<file path="src/rtl/i2cw_pkg.sv">
package i2cw_pkg;

    localparam int BYTE_W = 8;
    localparam int BIT_CNT_W = $clog2(BYTE_W + 1);

    typedef logic [BYTE_W-1:0] byte_t;

    typedef enum logic [2:0] {
        SQ_IDLE,
        SQ_ADDR,
        SQ_SUB,
        SQ_PAIR,
        SQ_BURST
    } seq_st_e;

    typedef enum logic [1:0] {
        RX_OFF,
        RX_BITS,
        RX_ACK
    } rx_st_e;

    typedef struct packed {
        logic scl_rise;
        logic scl_fall;
        logic start;
        logic stop;
        logic sda;
    } bus_ev_t;

    function automatic logic hdr_match(byte_t b, logic [4:0] fixed, logic [1:0] strap);
        return (b[7:3] == fixed) && (b[2:1] == strap) && !b[0];
    endfunction

    function automatic logic is_burst_code(byte_t b);
        return &b[4:0];
    endfunction

endpackage

</file>
<file path="src/rtl/i2cw_cond_det.sv">
module i2cw_cond_det
    import i2cw_pkg::*;
#(
    parameter int SYNC_STAGES = 2
) (
    input  logic    clk,
    input  logic    rst,
    input  logic    scl_i,
    input  logic    sda_i,
    output bus_ev_t ev_o
);

    logic [SYNC_STAGES-1:0] scl_pipe;
    logic [SYNC_STAGES-1:0] sda_pipe;
    logic                   scl_q;
    logic                   sda_q;
    logic                   scl_s;
    logic                   sda_s;

    assign scl_s = scl_pipe[SYNC_STAGES-1];
    assign sda_s = sda_pipe[SYNC_STAGES-1];

    generate
        if (SYNC_STAGES == 1) begin : g_one
            always_ff @(posedge clk) begin
                if (rst) begin
                    scl_pipe <= '1;
                    sda_pipe <= '1;
                end else begin
                    scl_pipe <= scl_i;
                    sda_pipe <= sda_i;
                end
            end
        end else begin : g_many
            always_ff @(posedge clk) begin
                if (rst) begin
                    scl_pipe <= '1;
                    sda_pipe <= '1;
                end else begin
                    scl_pipe <= {scl_pipe[SYNC_STAGES-2:0], scl_i};
                    sda_pipe <= {sda_pipe[SYNC_STAGES-2:0], sda_i};
                end
            end
        end
    endgenerate

    always_ff @(posedge clk) begin
        if (rst) begin
            scl_q <= 1'b1;
            sda_q <= 1'b1;
        end else begin
            scl_q <= scl_s;
            sda_q <= sda_s;
        end
    end

    always_comb begin
        ev_o.scl_rise = scl_s && !scl_q;
        ev_o.scl_fall = !scl_s && scl_q;
        ev_o.start    = scl_s && scl_q && sda_q && !sda_s;
        ev_o.stop     = scl_s && scl_q && !sda_q && sda_s;
        ev_o.sda      = sda_s;
    end

endmodule

</file>
<file path="src/rtl/i2cw_rx_byte.sv">
module i2cw_rx_byte
    import i2cw_pkg::*;
(
    input  logic    clk,
    input  logic    rst,
    input  bus_ev_t ev_i,
    input  logic    ack_want_i,
    output logic    byte_vld_o,
    output byte_t   byte_o,
    output logic    ack_done_o,
    output logic    sda_oe_o
);

    rx_st_e               st;
    logic [BIT_CNT_W-1:0] cnt;
    byte_t                shreg;
    logic                 vld_q;
    logic                 oe_q;

    always_ff @(posedge clk) begin
        if (rst) begin
            st    <= RX_OFF;
            cnt   <= '0;
            shreg <= '0;
            vld_q <= 1'b0;
            oe_q  <= 1'b0;
        end else begin
            vld_q <= 1'b0;
            if (ev_i.start) begin
                st   <= RX_BITS;
                cnt  <= '0;
                oe_q <= 1'b0;
            end else if (ev_i.stop) begin
                st   <= RX_OFF;
                oe_q <= 1'b0;
            end else begin
                unique case (st)
                    RX_BITS: begin
                        if (ev_i.scl_rise && (int'(cnt) < BYTE_W)) begin
                            shreg <= {shreg[BYTE_W-2:0], ev_i.sda};
                            cnt   <= cnt + BIT_CNT_W'(1);
                            vld_q <= (int'(cnt) == BYTE_W - 1);
                        end else if (ev_i.scl_fall && (int'(cnt) == BYTE_W)) begin
                            if (ack_want_i) begin
                                oe_q <= 1'b1;
                                st   <= RX_ACK;
                            end else begin
                                st <= RX_OFF;
                            end
                        end
                    end
                    RX_ACK: begin
                        if (ev_i.scl_fall) begin
                            oe_q <= 1'b0;
                            cnt  <= '0;
                            st   <= RX_BITS;
                        end
                    end
                    default: ;
                endcase
            end
        end
    end

    assign byte_vld_o = vld_q;
    assign byte_o     = shreg;
    assign ack_done_o = (st == RX_ACK) && ev_i.scl_fall && !ev_i.start && !ev_i.stop;
    assign sda_oe_o   = oe_q;

endmodule

</file>
<file path="src/rtl/i2cw_regbank.sv">
module i2cw_regbank
    import i2cw_pkg::*;
#(
    parameter int NREG  = 8,
    parameter int IDX_W = $clog2(NREG)
) (
    input  logic                 clk,
    input  logic                 rst,
    input  logic                 we_i,
    input  logic [IDX_W-1:0]     idx_i,
    input  byte_t                data_i,
    output logic [NREG*BYTE_W-1:0] regs_o,
    output logic                 stb_o,
    output logic [IDX_W-1:0]     stb_idx_o
);

    generate
        for (genvar g = 0; g < NREG; g++) begin : g_reg
            byte_t r_q;
            always_ff @(posedge clk) begin
                if (rst) begin
                    r_q <= '0;
                end else if (we_i && (idx_i == IDX_W'(g))) begin
                    r_q <= data_i;
                end
            end
            assign regs_o[g*BYTE_W +: BYTE_W] = r_q;
        end
    endgenerate

    always_ff @(posedge clk) begin
        if (rst) begin
            stb_o     <= 1'b0;
            stb_idx_o <= '0;
        end else begin
            stb_o <= we_i;
            if (we_i) begin
                stb_idx_o <= idx_i;
            end
        end
    end

endmodule

</file>
<file path="src/rtl/wo_i2c_regbank.sv">
module wo_i2c_regbank
    import i2cw_pkg::*;
#(
    parameter int         NREG        = 8,
    parameter logic [4:0] ADDR_FIXED  = 5'b10011,
    parameter int         SYNC_STAGES = 2,
    localparam int        IDX_W       = $clog2(NREG),
    localparam int        PTR_W       = IDX_W + 1
) (
    input  logic                   clk,
    input  logic                   rst,
    input  logic                   scl_i,
    input  logic                   sda_i,
    output logic                   sda_oe_o,
    input  logic [1:0]             strap_i,
    output logic [NREG*BYTE_W-1:0] regs_o,
    output logic                   wr_stb_o,
    output logic [IDX_W-1:0]       wr_idx_o
);

    bus_ev_t          ev;
    logic             byte_vld;
    byte_t            rx_byte;
    logic             ack_done;
    logic             ack_want;
    seq_st_e          st;
    byte_t            held;
    byte_t            sub_q;
    logic [PTR_W-1:0] ptr;
    logic             wr_en;
    logic [IDX_W-1:0] wr_idx;

    i2cw_cond_det #(.SYNC_STAGES(SYNC_STAGES)) u_det (
        .clk   (clk),
        .rst   (rst),
        .scl_i (scl_i),
        .sda_i (sda_i),
        .ev_o  (ev)
    );

    i2cw_rx_byte u_rx (
        .clk        (clk),
        .rst        (rst),
        .ev_i       (ev),
        .ack_want_i (ack_want),
        .byte_vld_o (byte_vld),
        .byte_o     (rx_byte),
        .ack_done_o (ack_done),
        .sda_oe_o   (sda_oe_o)
    );

    // Sequencer: address, then subaddress, then pair data or burst data.
    always_ff @(posedge clk) begin
        if (rst) begin
            st       <= SQ_IDLE;
            held     <= '0;
            sub_q    <= '0;
            ptr      <= '0;
            ack_want <= 1'b0;
        end else if (ev.start) begin
            st       <= SQ_ADDR;
            ack_want <= 1'b0;
        end else if (ev.stop) begin
            st       <= SQ_IDLE;
            ack_want <= 1'b0;
        end else begin
            if (byte_vld) begin
                held     <= rx_byte;
                ack_want <= (st == SQ_ADDR) ? hdr_match(rx_byte, ADDR_FIXED, strap_i)
                                            : (st != SQ_IDLE);
            end
            if (ack_done) begin
                unique case (st)
                    SQ_ADDR: st <= SQ_SUB;
                    SQ_SUB: begin
                        if (is_burst_code(held)) begin
                            st  <= SQ_BURST;
                            ptr <= '0;
                        end else begin
                            sub_q <= held;
                            st    <= SQ_PAIR;
                        end
                    end
                    SQ_PAIR: st <= SQ_SUB;
                    SQ_BURST: begin
                        if (int'(ptr) < NREG) begin
                            ptr <= ptr + PTR_W'(1);
                        end
                    end
                    default: ;
                endcase
            end
        end
    end

    always_comb begin
        wr_en  = 1'b0;
        wr_idx = '0;
        if (ack_done) begin
            if (st == SQ_PAIR) begin
                wr_en  = int'(sub_q) < NREG;
                wr_idx = sub_q[IDX_W-1:0];
            end else if (st == SQ_BURST) begin
                wr_en  = int'(ptr) < NREG;
                wr_idx = ptr[IDX_W-1:0];
            end
        end
    end

    i2cw_regbank #(.NREG(NREG), .IDX_W(IDX_W)) u_bank (
        .clk       (clk),
        .rst       (rst),
        .we_i      (wr_en),
        .idx_i     (wr_idx),
        .data_i    (held),
        .regs_o    (regs_o),
        .stb_o     (wr_stb_o),
        .stb_idx_o (wr_idx_o)
    );

endmodule

</file>
<file path="config.mk">
export PLATFORM = sky130hd
export DESIGN_NAME = wo_i2c_regbank
export DESIGN_NICKNAME = d
export VERILOG_FILES = /design/src/rtl/i2cw_pkg.sv /design/src/rtl/i2cw_cond_det.sv /design/src/rtl/i2cw_rx_byte.sv /design/src/rtl/i2cw_regbank.sv /design/src/rtl/wo_i2c_regbank.sv
export SDC_FILE = /design/constraint.sdc
export NUM_CORES = 1
export LEC_CHECK = 0
export ABC_AREA = 1
export BUFFER_PORTS_ARGS = -buffer_cell sky130_fd_sc_hd__buf_2
export CAP_MARGIN = 25
export CORE_UTILIZATION = 55
export DETAILED_ROUTE_END_ITERATION = 8
export HOLD_SLACK_MARGIN = 0.15
export PLACE_DENSITY = 0.77
export SETUP_SLACK_MARGIN = 0.05
export SYNTH_ARGS = -nofsm -noshare
export SYNTH_HDL_FRONTEND = slang
export SYNTH_HIERARCHICAL = 1
export SYNTH_SLANG_ARGS = --single-unit
</file>
<file path="constraint.sdc">
create_clock -name clk -period 3.9 [get_ports clk]
set_input_delay 0.585 -clock clk [delete_from_list [all_inputs] [get_ports clk]]
set_output_delay 0.585 -clock clk [all_outputs]
set_load 0.05 [all_outputs]
</file>
==> out/qor.yml, run 1 <==
die:
  fp.dieH_um: 96.8
  initial_core_util: 0.567
  fp.dieW_um: 96.8
  ios: 75
  placementRows: 34
  coreArea_um2: 8720
  die_area_um2: 9370
clock_tree:
  post_cts_buffers: 0
  h-tree-depth: 4
  cts_root_buf: "clkbuf_8"
  cts_buffers: 17
  cts.clk_slew.worst_paths_ps: 60
  clk_latency_ps: 520
  cts.sinks: 114
  holdBufCountCts: 0
  cts_tree: "done"
  cts_max_path_buffers: 2
  postCtsResizedCells: 0
worst_setup_path:
  crit_arrival_ps: 3150
  critPathLaunchType: "flop"
  end_kind: "flop"
  cp.required_ps: 4310
  critical_path_class: "reg -> reg"
  cp_max_fo: 16
timing:
  min_period_ps: 2740
  post-route-worst-setup-slack_ps: 1160
  setup_viol: 0
  rsz0062_at_grt: "false"
  fin_skew_ps: 6.61
  worstMarginPinSlew_ps: 1070
  finalHoldViolations: 0
  period_share: 0.703
  tns_ps: 0
  maxSlewHeadroom: 0.283
  slew_violations: 0
  fmax_mhz: 365
grt:
  grt_max_degree: 36
  gr-total-overflow: 0
  first_global_vias: 4184
  antenna_found_initial: 0
  grt_usage: 0.253
  grt_pass1_wl_mm: 19.1
synthesis:
  synth-edff-count: 0
  async_flop_share: 0
  yosysTopAreaCell: "dfxtp_1"
  yosysTopAreaCellShare: 0.462
  syn_inst: 695
  syn-cell-area_um2: 4940
  synth_seq_cells: 114
  syn_nets: 706
  ys_types: 32
  synth_warnings: 6
  synth_area_leaders: "dfxtp_1 46%, nor2_1 14%, nand2_1 9.5%"
  syn_avg_cell_area_um2: 7.11
  yosysSeqAreaShare: 0.462
  ys.flop_type: "dfxtp_1"
worst_hold_path:
  min_path_type: "in -> reg"
detailed_routing:
  vias_per_cell: 5.12
  drtIter0Drc: 335
  ant_nets: 0
  met3_length_um: 726
  drc: 0
  routed-via-count: 4573
  top_layer_used: "met4"
  firstDrtPassIters: 5
  drt-met1-wl_mm: 4.88
  route.met2.wl_mm: 5.50
  wl_per_cell_um: 12.7
  wl_mm: 11.4
cells_and_area:
  multi_input_area_um2: 2290
  drive_above_1_share: 0.186
  diodes: 0
  syn_to_final_growth_pct: 20.1
  layout.nets: 783
  n_fill_cell: 745
  seqCellArea_um2: 2280
pwr:
  p_total_mw: 2.72
  pwr_density_cell_nw_per_um2: 458
  vdd_drop_max_v: 0.000304
  power.leakage_nw: 2.65
run_status:
  status: "finished clean"
placed_design:
  pre_cts_slack_ps: 1250
  place_hpwl_mm: 7.62
  place.gp.congestion: 0.867
  io_buffers: 74
run:
  maxCapViolCount: 0
-- metal layers --
layer	track usage	vias up
li1	-	2354
met1	0.310	2015
met2	0.424	181
met3	0.0520	23
met4	0.123	0
met5	0	-
-- state kept, by name, summed over array words and instances, names as in the netlist, 2 cells and up --
signal and count:
u_rx/byte_o 8, u_rx/cnt 4, sub_q 8, u_det/sda_pipe 2
u_det/scl_pipe 2, held 8, ptr 4, u_rx/st 2
st 3, u_bank/g.r_q 64, u_bank/stb_idx_o 3
-- layout by cell type, fill, tap and decap left out, types with 3 or more instances in the layout --
cell        synthesis  layout
or2_1               4       4
clkinv_4            0       5
clkinvlp_4          0       4
nand4_1             7       7
nand3_4             3       3
buf_4               4       3
nor2_1            186     186
inv_2               9       9
a21oi_1            25      25
nand3_1            68      68
o21ai_1             4       4
nor3_1              3       3
nor2_2              6       6
clkbuf_16           0      16
buf_2               7      74
nor2_4              8       8
nand2_1           125     125
nand2_2             7       7
dfxtp_1           114     114
inv_1              60      60
ha_1                5       5
o21ai_0            28      28
-- area by class of cell --
class	instances	share of cell area
well taps	108	0.0228
flip-flops and latches	114	0.384
repair buffers	77	0.0662
clock inverters	14	0.0268
clock buffers	18	0.0704
multi-input cells	493	0.386
inverters	69	0.0436
-- power by group --
group          internal [mW]  switching, mW  total [mW]
Sequential              1.17        0.00284        1.17
Clock                  0.916          0.563        1.48
Combinational         0.0219         0.0455      0.0674
Total                   2.11          0.611        2.72
-- cells in the mapped netlist, types with 2 or more instances --
cell type and number:
a21oi_1 25, nand3_1 68, o21ai_2 2, dfxtp_1 114, o21ai_0 28, buf_6 2
inv_1 60, ha_1 5, buf_2 7, buf_1 6, nor3_1 3, nand2_2 7
nand2_1 125, nor2_2 6, o21ai_1 4, xnor2_1 2, or2_1 4, nor2_1 186
o21bai_1 2, nand3_4 3, nor2_4 8, buf_4 4, nand4_1 7, inv_2 9
-- critical path: stages (launching register included) --
cell and delay [ps]:
dfxtp_1 350, nand2_1 80, nor2_1 270, nor2_1 130
inv_1 90, nor2_1 40, inv_1 250, a21oi_1 200
nor2_1 870, nand3_1 190, nand2_1 110, nor2_1 40
-- kinds of logic (layout without fill, tap and decap cells) --
group / Yosys count / in the layout / share of synthesized area
flip-flops: 114 / 114 / 0.462
AND/OR/NAND/NOR: 421 / 421 / 0.376
XOR/XNOR: 3 / 3 / 0.00532
AO/OA/AOI/OAI: 64 / 64 / 0.0691
adder cells (fa/ha/maj): 5 / 5 / 0.0127
buffers and inverters: 88 / 178 / 0.0747
-- worst paths after layout --
kind	to	slack [ps]	depth (start not counted)	start
worst min register to register	u_det/scl_pipe[1]	410	1	u_det/scl_pipe[0]
worst max register to register	u_bank/g_reg[0].r_q[0]	1160	11	u_det/scl_pipe[1]
worst max-delay path	u_bank/g_reg[0].r_q[0]	1160	11	u_det/scl_pipe[1]
worst min-delay path	u_det/scl_pipe[0]	240	2	scl_i
-- metrics by stage --
| step | std cells | hold WS, ps | cell area [um2] | utilization |
|---|---|---|---|---|
| detailed placement | 861 | 397 | 5360 | 0.614 |
| floorplan | 695 | 383 | 4940 | - |
| global route | 893 | 231 | 5940 | 0.681 |
| CTS | 893 | 233 | 5940 | 0.681 |
| finish | 893 | 243 | 5940 | 0.681 |
| global placement | 861 | 394 | 5360 | 0.614 |
Note: power is estimated with default switching activity, not from simulation.
==> run 2: changes to the inputs <==
clock period = 2.6 ns   (was 3.9 ns; I/O delays follow)
==> run 2 against run 1 <==
  * Worst setup slack got worse by 870 ps
  * Sequential share of layout area fell by 0.70 points
  * Critical path depth did not move
  * Clock skew rose by 3.2 ps
  * Largest cell class unchanged
  * Highest routed layer unchanged
==> out/qor.yml, run 2 (synthesis gave the netlist of run 1 again) <==
worst_setup_path:
  crit_arrival_ps: 2710  # -440 ps
  critPathLaunchType: "flop"
  r2r_slack_ps: 290  # -870 ps
  critical_path_class: "reg -> reg"
  worstSetupStartpoint: "u_rx/st[1]"
  cp_max_fo: 24  # +8
  end_kind: "flop"
  r2r_end: "u_bank/g_reg[4].r_q[7]"
  cp.required_ps: 3000  # -1310 ps
  reg2reg_from: "u_rx/st[1]"
  reg2regPathDepth: 11  # unchanged
clock_tree:
  cts.sinks: 114  # unchanged
  cts.clk_slew.worst_paths_ps: 50  # about the same
  cts_max_path_buffers: 2  # unchanged
  h-tree-depth: 4  # unchanged
  cts_root_buf: "clkbuf_8"
  clk_latency_ps: 510  # about the same
  cts_tree: "done"
  cts_buffers: 17  # unchanged
placed_design:
  place_hpwl_mm: 8.07  # +5.8%
  placed_cells: 866  # +0.58%
  io_buffers: 74  # unchanged
  place.gp.congestion: 0.917  # +5.8%
  pre_cts_slack_ps: 193  # -1050 ps
  place_area_um2: 5410  # +0.93%
cells_and_area:
  diodes: 0  # unchanged
  syn_to_final_growth_pct: 22.4
  n_fill_cell: 745  # unchanged
  final_util: 0.693  # +0.0126
  drive_above_1_share: 0.195  # +0.00923
  largest_reg_flops: 64  # unchanged
  final_common_cell: "nor2_1"
  top_register: "u_bank/g.r_q"
  layout.nets: 793  # +1.3%
  final_cell_mix: "186 x nor2_1, 125 x nand2_1, 114 x dfxtp_1"
  fin_cells: 902  # +1.0%
  stdcell_area_um2: 6050  # +1.9%
die:
  die_area_um2: 9370  # unchanged
  placementRows: 34  # unchanged
  coreArea_um2: 8720  # unchanged
  fp.dieH_um: 96.8  # unchanged
  ios: 75  # unchanged
  fp.dieW_um: 96.8  # unchanged
  initial_core_util: 0.567  # unchanged
detailed_routing:
  drc: 0  # unchanged
  drtIter0Drc: 223  # -33%
  ant_nets: 0  # unchanged
  wl_mm: 11.9  # +5.2%
  wl_per_cell_um: 13.2  # +4.2%
  firstDrtPassIters: 7  # +2
  routed-via-count: 4701  # +2.8%
  vias_per_cell: 5.21  # +1.8%
timing:
  fin_skew_ps: 9.78  # +3.17 ps
  finalHoldWorstSlack_ps: 216  # -26.5 ps
  post-route-worst-setup-slack_ps: 294  # -866 ps
  finalHoldViolations: 0  # unchanged
  setup_viol: 0  # unchanged
  period_share: 0.887  # +0.184
  worstMarginPinSlew_ps: 620  # -451 ps
  maxSlewHeadroom: 0.586  # +0.303
  fmax_mhz: 434  # +19%
  slew_violations: 0  # unchanged
  min_period_ps: 2310  # -434 ps
  rsz0062_at_grt: "false"
  tns_ps: 0  # unchanged
pwr:
  pwr_density_cell_nw_per_um2: 672  # +47%
  power.leakage_nw: 2.70  # +2.1%
  vdd_drop_max_v: 0.000360  # +18%
  p_total_mw: 4.06  # +50%
worst_hold_path:
  min_path_type: "in -> reg"
  min_from: "strap_i[1]"
  holdPathEnd: "ack_want"
  hold_path_depth: 4  # +2
grt:
  grt_usage: 0.263  # +0.0101
  grt_pass1_wl_mm: 19.9  # +3.8%
  antenna_found_initial: 0  # unchanged
  grt_max_degree: 34  # -5.6%
  gr-total-overflow: 0  # unchanged
  first_global_vias: 4461  # +6.6%
run:
  maxCapViolCount: 0  # unchanged
run_status:
  status: "finished clean"
## run 2: how the worst max path moves through the flow
stage,end,cells past startpoint
2_1_floorplan,u_bank/g_reg[7].r_q[5],12
3_3_place_gp,u_bank/g_reg[0].r_q[7],11
3_5_place_dp,u_bank/g_reg[0].r_q[6],11
4_1_cts,u_bank/g_reg[4].r_q[7],11
5_1_grt,u_bank/g_reg[4].r_q[0],13
6_report,u_bank/g_reg[4].r_q[7],11
## run 2: layout make-up
| class | count | area, um2 | area share |
|---|---|---|---|
| multi-input combinational | 493 | 2300 | 0.380 |
| sequential | 114 | 2280 | 0.377 |
| inverter | 69 | 262 | 0.0433 |
| timing repair buffer | 87 | 498 | 0.0824 |
| tap | 108 | 135 | 0.0224 |
| clock buffer | 22 | 463 | 0.0766 |
| clock inverter | 9 | 106 | 0.0176 |
## run 2: what timing repair did
| item | in CTS | in global routing |
|---|---|---|
| setup endpoints to repair | 0 | 51 |
| endpoints found under the hold margin | 2 | 0 |
| hold buffers | 2 | 0 |
| setup buffers | 0 | 2 |
| gates resized for setup | 0 | 5 |
## run 2: where the power goes
part | total, mW | internal (mW) | switching [mW]
combinational | 0.107 | 0.0371 | 0.0702
sequential | 1.76 | 1.75 | 0.00443
clock | 2.20 | 1.43 | 0.771
total | 4.06 | 3.22 | 0.845
## run 2: worst max-delay path: stages, from the launching register on
cell     delay [ps]
dfxtp_1         370
ha_2            290
nand2_1         110
nor2_1          110
inv_1            90
buf_4           180
a21oi_1         290
nand2_2         220
inv_4           240
nand3_1         130
nand2_1         110
nor2_1           50
## run 2: layer usage
metal / vias to the layer above / global-route usage / wire (um)
met1: 2147 / 0.311 / 4920
met3: 23 / 0.0715 / 837
li1: 2352 / - / -
met4: 0 / 0.110 / 243
met2: 179 / 0.450 / 5950
met5: - / 0 / 0
